`config.mk`:
```
export PLATFORM = sky130hd
export DESIGN_NAME = sdram_cmd_seq
export DESIGN_NICKNAME = d
export VERILOG_FILES = /design/src/rtl/sdram_seq_pkg.sv /design/src/rtl/sdram_gap_timer.sv /design/src/rtl/sdram_refresh_timer.sv /design/src/rtl/sdram_bank_table.sv /design/src/rtl/sdram_cmd_seq.sv
export SDC_FILE = /design/constraint.sdc
export NUM_CORES = 1
export LEC_CHECK = 0
export BUFFER_PORTS_ARGS = -buffer_cell sky130_fd_sc_hd__buf_2
export CORE_UTILIZATION = 30
export CTS_CLUSTER_DIAMETER = 80
export CTS_CLUSTER_SIZE = 12
export DETAILED_ROUTE_END_ITERATION = 7
export PLACE_DENSITY = 0.56
export SLEW_MARGIN = 0
export SYNTH_ARGS = -nofsm -noshare
export SYNTH_HDL_FRONTEND = slang
export SYNTH_SLANG_ARGS = --single-unit
```
`constraint.sdc`:
```
create_clock -name clk -period 3.9 [get_ports clk]
set_input_delay 0.195 -clock clk [delete_from_list [all_inputs] [get_ports clk]]
set_output_delay 0.195 -clock clk [all_outputs]
set_load 0.005 [all_outputs]
```
`src/rtl/sdram_seq_pkg.sv`:
```
`timescale 1ns/1ps
// Package: shared command codes and address-bit positions for the
// SDRAM command sequencer. Codes are {cs_n, ras_n, cas_n, we_n}.
package sdram_seq_pkg;
    typedef enum logic [3:0] {
        CMD_REF = 4'b0001,
        CMD_PRE = 4'b0010,
        CMD_ACT = 4'b0011,
        CMD_WR  = 4'b0100,
        CMD_RD  = 4'b0101,
        CMD_NOP = 4'b0111
    } cmd_t;

    localparam int AP_BIT = 10;  // auto-precharge / precharge-all flag
    localparam int BC_BIT = 12;  // burst-chop flag, low = chop
    localparam int BANK_W = 2;
    localparam int NBANK  = 1 << BANK_W;
endpackage

```
`src/rtl/sdram_gap_timer.sv`:
```
`timescale 1ns/1ps
// Module: sdram_gap_timer
// Down-counter that blocks new commands for a loaded number of cycles.
// Assumes load is only asserted while idle is high.
module sdram_gap_timer #(
    parameter int GAP_W = 6
) (
    input  logic             clk,
    input  logic             rst_n,
    input  logic             load,
    input  logic [GAP_W-1:0] load_val,
    output logic             idle
);
    logic [GAP_W-1:0] cnt_q;

    // Load a new gap or count the current one down to zero.
    always_ff @(posedge clk) begin
        if (!rst_n)          cnt_q <= '0;
        else if (load)       cnt_q <= load_val;
        else if (cnt_q != 0) cnt_q <= cnt_q - 1'b1;
    end

    assign idle = (cnt_q == '0);
endmodule

```
`src/rtl/sdram_refresh_timer.sv`:
```
`timescale 1ns/1ps
// Module: sdram_refresh_timer
// Free-running interval counter. It raises a pending flag every T_REFI
// cycles, and the flag holds until the sequencer reports a REFRESH.
module sdram_refresh_timer #(
    parameter int T_REFI = 780
) (
    input  logic clk,
    input  logic rst_n,
    input  logic ref_done,
    output logic ref_pend
);
    localparam int CNT_W = $clog2(T_REFI + 1);
    logic [CNT_W-1:0] cnt_q;
    logic             wrap;

    assign wrap = (cnt_q == CNT_W'(T_REFI - 1));

    // Count the interval and wrap at its end.
    always_ff @(posedge clk) begin
        if (!rst_n)    cnt_q <= '0;
        else if (wrap) cnt_q <= '0;
        else           cnt_q <= cnt_q + 1'b1;
    end

    // Raise the pending flag at a wrap and drop it once the refresh is sent.
    always_ff @(posedge clk) begin
        if (!rst_n)        ref_pend <= 1'b0;
        else if (wrap)     ref_pend <= 1'b1;
        else if (ref_done) ref_pend <= 1'b0;
    end
endmodule

```
`src/rtl/sdram_bank_table.sv`:
```
`timescale 1ns/1ps
// Module: sdram_bank_table
// Per-bank open flag and open-row register, plus a lookup that reports
// whether the selected bank has the selected row open.
// Assumes open_en and close_en are never both high.
module sdram_bank_table
    import sdram_seq_pkg::*;
#(
    parameter int ROW_W = 13
) (
    input  logic              clk,
    input  logic              rst_n,
    input  logic [BANK_W-1:0] sel_bank,
    input  logic [ROW_W-1:0]  sel_row,
    input  logic              open_en,
    input  logic              close_en,
    input  logic              close_all,
    output logic [NBANK-1:0]  open_vec,
    output logic              sel_hit
);
    logic [ROW_W-1:0] row_q [NBANK];

    for (genvar g = 0; g < NBANK; g++) begin : g_bank
        logic is_sel;
        assign is_sel = (sel_bank == BANK_W'(g));

        // Track whether this bank holds an open row.
        always_ff @(posedge clk) begin
            if (!rst_n)                      open_vec[g] <= 1'b0;
            else if (close_all)              open_vec[g] <= 1'b0;
            else if (is_sel && open_en)      open_vec[g] <= 1'b1;
            else if (is_sel && close_en)     open_vec[g] <= 1'b0;
        end

        // Remember which row this bank opened.
        always_ff @(posedge clk) begin
            if (!rst_n)                 row_q[g] <= '0;
            else if (is_sel && open_en) row_q[g] <= sel_row;
        end
    end

    assign sel_hit = open_vec[sel_bank] && (row_q[sel_bank] == sel_row);
endmodule

```
`src/rtl/sdram_cmd_seq.sv`:
```
`timescale 1ns/1ps
// Module: sdram_cmd_seq (top)
// Turns valid/ready memory requests into SDRAM command sequences.
// It keeps an open row per bank and closes all banks before each
// periodic refresh. Assumes requests stay stable until accepted,
// all timing parameters are >= 1, COL_W <= 10 and ROW_W >= 13.
module sdram_cmd_seq
    import sdram_seq_pkg::*;
#(
    parameter int ROW_W   = 13,
    parameter int COL_W   = 10,
    parameter int DATA_W  = 16,
    parameter int T_RCD   = 3,
    parameter int T_RP    = 3,
    parameter int T_RFC   = 10,
    parameter int T_BURST = 4,
    parameter int T_REFI  = 780
) (
    input  logic                         clk,
    input  logic                         rst_n,
    input  logic                         req_valid,
    output logic                         req_ready,
    input  logic                         req_write,
    input  logic [ROW_W+BANK_W+COL_W-1:0] req_addr,
    input  logic                         req_autopre,
    input  logic                         req_chop,
    input  logic [DATA_W-1:0]            req_wdata,
    output logic                         cs_n,
    output logic                         ras_n,
    output logic                         cas_n,
    output logic                         we_n,
    output logic [BANK_W-1:0]            ba,
    output logic [ROW_W-1:0]             a,
    output logic [DATA_W-1:0]            wr_data
);
    localparam int ADDR_W  = ROW_W + BANK_W + COL_W;
    localparam int GAP_MAX = T_RCD + T_RP + T_RFC + T_BURST;
    localparam int GAP_W   = $clog2(GAP_MAX + 1);

    logic [COL_W-1:0]  col;
    logic [BANK_W-1:0] bnk;
    logic [ROW_W-1:0]  row;
    logic              gap_idle, gap_load;
    logic [GAP_W-1:0]  gap_val;
    logic              ref_pend, ref_done;
    logic [NBANK-1:0]  open_vec;
    logic              sel_hit, open_en, close_en, close_all;
    cmd_t              nxt_cmd, cmd_q;
    logic [BANK_W-1:0] nxt_ba;
    logic [ROW_W-1:0]  nxt_a;

    assign col = req_addr[COL_W-1:0];
    assign bnk = req_addr[COL_W +: BANK_W];
    assign row = req_addr[ADDR_W-1 -: ROW_W];

    sdram_gap_timer #(.GAP_W(GAP_W)) u_gap (
        .clk(clk), .rst_n(rst_n), .load(gap_load), .load_val(gap_val), .idle(gap_idle)
    );

    sdram_refresh_timer #(.T_REFI(T_REFI)) u_ref (
        .clk(clk), .rst_n(rst_n), .ref_done(ref_done), .ref_pend(ref_pend)
    );

    sdram_bank_table #(.ROW_W(ROW_W)) u_tab (
        .clk(clk), .rst_n(rst_n), .sel_bank(bnk), .sel_row(row),
        .open_en(open_en), .close_en(close_en), .close_all(close_all),
        .open_vec(open_vec), .sel_hit(sel_hit)
    );

    // Pick the next command: refresh work first, then the client request.
    always_comb begin
        nxt_cmd   = CMD_NOP;
        nxt_ba    = '0;
        nxt_a     = '0;
        gap_load  = 1'b0;
        gap_val   = '0;
        open_en   = 1'b0;
        close_en  = 1'b0;
        close_all = 1'b0;
        ref_done  = 1'b0;
        req_ready = 1'b0;
        if (gap_idle) begin
            if (ref_pend) begin
                gap_load = 1'b1;
                if (|open_vec) begin
                    nxt_cmd       = CMD_PRE;
                    nxt_a[AP_BIT] = 1'b1;
                    gap_val       = GAP_W'(T_RP - 1);
                    close_all     = 1'b1;
                end else begin
                    nxt_cmd   = CMD_REF;
                    gap_val   = GAP_W'(T_RFC - 1);
                    close_all = 1'b1;
                    ref_done  = 1'b1;
                end
            end else if (req_valid) begin
                nxt_ba   = bnk;
                gap_load = 1'b1;
                if (sel_hit) begin
                    nxt_cmd              = req_write ? CMD_WR : CMD_RD;
                    nxt_a[COL_W-1:0]     = col;
                    nxt_a[AP_BIT]        = req_autopre;
                    nxt_a[BC_BIT]        = ~req_chop;
                    gap_val              = req_autopre ? GAP_W'(T_BURST + T_RP - 1)
                                                       : GAP_W'(T_BURST - 1);
                    close_en             = req_autopre;
                    req_ready            = 1'b1;
                end else if (open_vec[bnk]) begin
                    nxt_cmd  = CMD_PRE;
                    gap_val  = GAP_W'(T_RP - 1);
                    close_en = 1'b1;
                end else begin
                    nxt_cmd  = CMD_ACT;
                    nxt_a    = row;
                    gap_val  = GAP_W'(T_RCD - 1);
                    open_en  = 1'b1;
                end
            end
        end
    end

    // Register the command bus and the write data.
    always_ff @(posedge clk) begin
        if (!rst_n) begin
            cmd_q   <= CMD_NOP;
            ba      <= '0;
            a       <= '0;
            wr_data <= '0;
        end else begin
            cmd_q <= nxt_cmd;
            ba    <= nxt_ba;
            a     <= nxt_a;
            if (req_ready && req_write) wr_data <= req_wdata;
        end
    end

    assign {cs_n, ras_n, cas_n, we_n} = cmd_q;
endmodule

```
==> impl_metrics.ini <==
[finish]
drive_gt1_share_pct = 23.7
syn2layout_area_growth_pct = 19.4
layout.nets = 562
stdcell_area_sq_um = 5730

[route]
drt_iter0_drc = 150
vias = 3441
drc_errors = 0
wire_per_inst_um = 15.3
antenna_left = 0
dr.pass1.iters = 4
routed_via_density = 4.71
routed_wl_mm = 11.2

[critical_path]
rr_startpoint = u_gap.cnt_q[0]
end_kind = flop
worstPathRequired_ps = 3950
critPathTopFamily = compound AO/OA/AOI/OAI gates
cp.depth = 8
arrival_ps = 2920
worstPathCellList = inv_1, ha_1, nor4b_2, buf_4, and2_1, nand3_1, o21ai_1, buf_4
startpoint = u_gap.cnt_q[0]
path_class = flop to flop
r2r_slack_ps = 1040
path_common_cell = buf_4
worstSetupEndpoint = u_tab.row_q[1][9]
slowest_delay_ps = 750
reg2reg_depth = 8
critPathMaxFanout = 15
cp_num_buf_inv = 3
r2r_end = u_tab.row_q[1][9]
cp_slowest_cell = o21ai_1
setup.worst_path.start_class = flop

[power_and_ir_drop]
vdd_drop_max_v = 0.000211
clockPowerShare_pct = 33.6
cellLeakagePower_nw = 2.26
sequentialPowerShare_pct = 48.7
swShare_pct = 26.6
powerDensity_nw_per_um2 = 470
internal-power_mw = 1.98
pwr-share-comb_pct = 17.7
switching_power_mw = 0.717

[die]
initial_core_util_pct = 31.1
die_height_um = 128
die_area_sq_um = 16500
rows = 45
die_w_um = 128
io_pins = 83
core_area_sq_um = 15400

[synthesis]
syn_area_sq_um = 4800
async_reset_ff_share_pct = 0
synth_common_cells = 58 x nand2_1, 55 x and2_1, 54 x dfxtp_1
synth_ff_type = dfxtp_1
synth_edf_count = 52
avgSynthCellArea_sq_um = 11.1
ys_warn_count = 0
synth_cell_types = 45
synth_nets = 483
yosysMostFrequentCell = nand2_1
synth_top_area_share_pct = 32.6
synth-seq-area-share_pct = 55.1
yosys.area.top_type = edfxtp_1
syn-instance-count = 434
ys_ff_latch = 106
netlist_top_cells_area = edfxtp_1 33%, dfxtp_1 23%, and2_1 7.2%

[timing]
maxSlewHeadroom_pct = 37.6
slew_violations = 0
worst_slew_pin_slew_ps = 933
setup_viol = 0
finalCritPeriodShare_pct = 73.4
min_period_ps = 2860
hold_viol_final = 0
fmax_mhz = 349
skew_ps = 11.3
rsz0062_at_grt = no
setup-tns-final_ps = 0

[global_route]
overflow = 0
grt_pass1_vias = 3393
antenna_found_initial = 2
grt_max_degree = 35
grtUsageTotal_pct = 14.1
grt_first_pass_wirelength_mm = 17.6

[clock_network]
numCtsBuffers = 9
hold_buffers = 0
cts_max_level = 3
clockBufferDepth = 2
cts.sinks = 106
insertion_delay_ps = 350
ctsResizeCount = 0
cts.clk_slew.worst_paths_ps = 70
postCtsSetupBuffers = 0
cts_tree = done
root_buffer = clkbuf_16

[status]
status = completed

[hold_path]
min_path_type = primary input to flop
min-delay-start = req_wdata[6]

[placement]
place.gp.congestion = 0.772
numPortBuffers = 81
placed_area_sq_um = 5430
hpwl_mm = 7.85

[run]
drv_cap = 0
power by group through the flow:
| stage | sequential (mW) | clock, mW | combinational [mW] |
|---|---|---|---|
| finish | 1.31 | 0.905 | 0.478 |
| global route | 1.32 | 0.963 | 0.534 |
| CTS | 1.31 | 0.927 | 0.482 |
| detailed placement | 1.34 | 0 | 0.480 |
| global placement | 1.33 | 0 | 0.470 |
| floorplan | 1.32 | 0 | 0.321 |
worst reg2reg max path, delay by kind of cell (launching register included):
family / cells / cell delay [ps]
AOI/OAI and AO/OA: 1 / 750
and+or+nand+nor: 3 / 670
buffers and inverters: 3 / 600
DFF: 1 / 360
adders and majority gates: 1 / 190
final cells by class:
type / instances / area [sq um]
tap: 211 / 264
clock inverter: 6 / 55.1
sequential: 106 / 2640
antenna: 2 / 5.00
fill: 1538 / 9700
inverter: 7 / 26.3
clock buffer: 10 / 239
timing repair buffer: 91 / 480
multi-input combinational: 298 / 2010
cell usage in the layout (no fill, tap or decap), types with 2 or more instances in the layout:
cell / netlist / final
and2_1: 55 / 55
mux2i_1: 26 / 26
inv_1: 7 / 7
o21ai_0: 12 / 10
nor4_1: 3 / 3
ha_1: 2 / 2
nand4_1: 8 / 8
edfxtp_1: 52 / 52
and3_1: 5 / 5
nand2_1: 58 / 58
nand3_1: 7 / 7
nor3_1: 10 / 10
xor2_1: 9 / 9
diode_2: 0 / 2
buf_2: 5 / 81
xnor2_1: 14 / 14
a21boi_0: 2 / 2
nor3b_1: 3 / 3
clkinv_2: 0 / 3
o22ai_1: 2 / 2
a21oi_1: 6 / 6
o211ai_1: 2 / 2
mux2_2: 2 / 2
nand2b_1: 2 / 2
a22oi_1: 11 / 11
nor2_1: 31 / 31
buf_4: 1 / 10
nor2b_1: 4 / 4
dfxtp_1: 54 / 54
mux4_2: 10 / 10
clkbuf_16: 0 / 9
a31oi_1: 2 / 2
o21ai_1: 0 / 2
worst min path at each step:
stage | cells after the start | end
6_report | 3 | wr_data[6]
3_5_place_dp | 1 | u_ref.cnt_q[0]
3_3_place_gp | 2 | u_gap.cnt_q[4]
5_1_grt | 3 | wr_data[6]
4_1_cts | 3 | wr_data[10]
2_1_floorplan | 2 | a[11]
cell families (layout without fill, tap and decap cells):
kind of cell               after synthesis  after routing  share of synthesized area, %
AOI/OAI and AO/OA                       43             43                          6.29
xor gates and xnor gates                23             23                          4.20
muxes                                   38             38                          10.6
adders and majority gates                2              2                         0.522
DFF                                    106            106                          55.1
buffers and inverters                   30            114                          3.21
other                                    1              3                        0.0782
and+or+nand+nor                        191            191                          20.0
flip-flops by register name, summed over array words and instances (netlist names):
name / cells
u_ref.ref_pend: 1
u_gap.cnt_q: 5
u_tab.open_vec: 4
a: 13
ba: 2
cmd_q: 3
u_tab.row_q: 52
wr_data: 16
u_ref.cnt_q: 10
metal layers:
| metal | wire length (um) | track usage (%) | up-vias |
|---|---|---|---|
| met5 | 0 | 0 | - |
| met1 | 4970 | 17.2 | 1639 |
| met4 | 135 | 3.46 | 0 |
| met3 | 785 | 5.16 | 11 |
| met2 | 5300 | 23.7 | 108 |
| li1 | - | - | 1683 |
metrics by stage:
step | instances | setup WS, ps | util [%] | hold slack, ps | power, mW
6_report | 731 | 1040 | 37.1 | 91.7 | 2.69
4_1_cts | 729 | 1010 | 37.1 | 78.5 | 2.72
3_3_place_gp | 713 | 786 | 35.2 | 431 | 1.80
5_1_grt | 729 | 845 | 37.1 | 85.7 | 2.82
2_1_floorplan | 434 | 730 | - | 309 | 1.64
3_5_place_dp | 713 | 757 | 35.2 | 441 | 1.82
(Power assumes the default switching activity.)
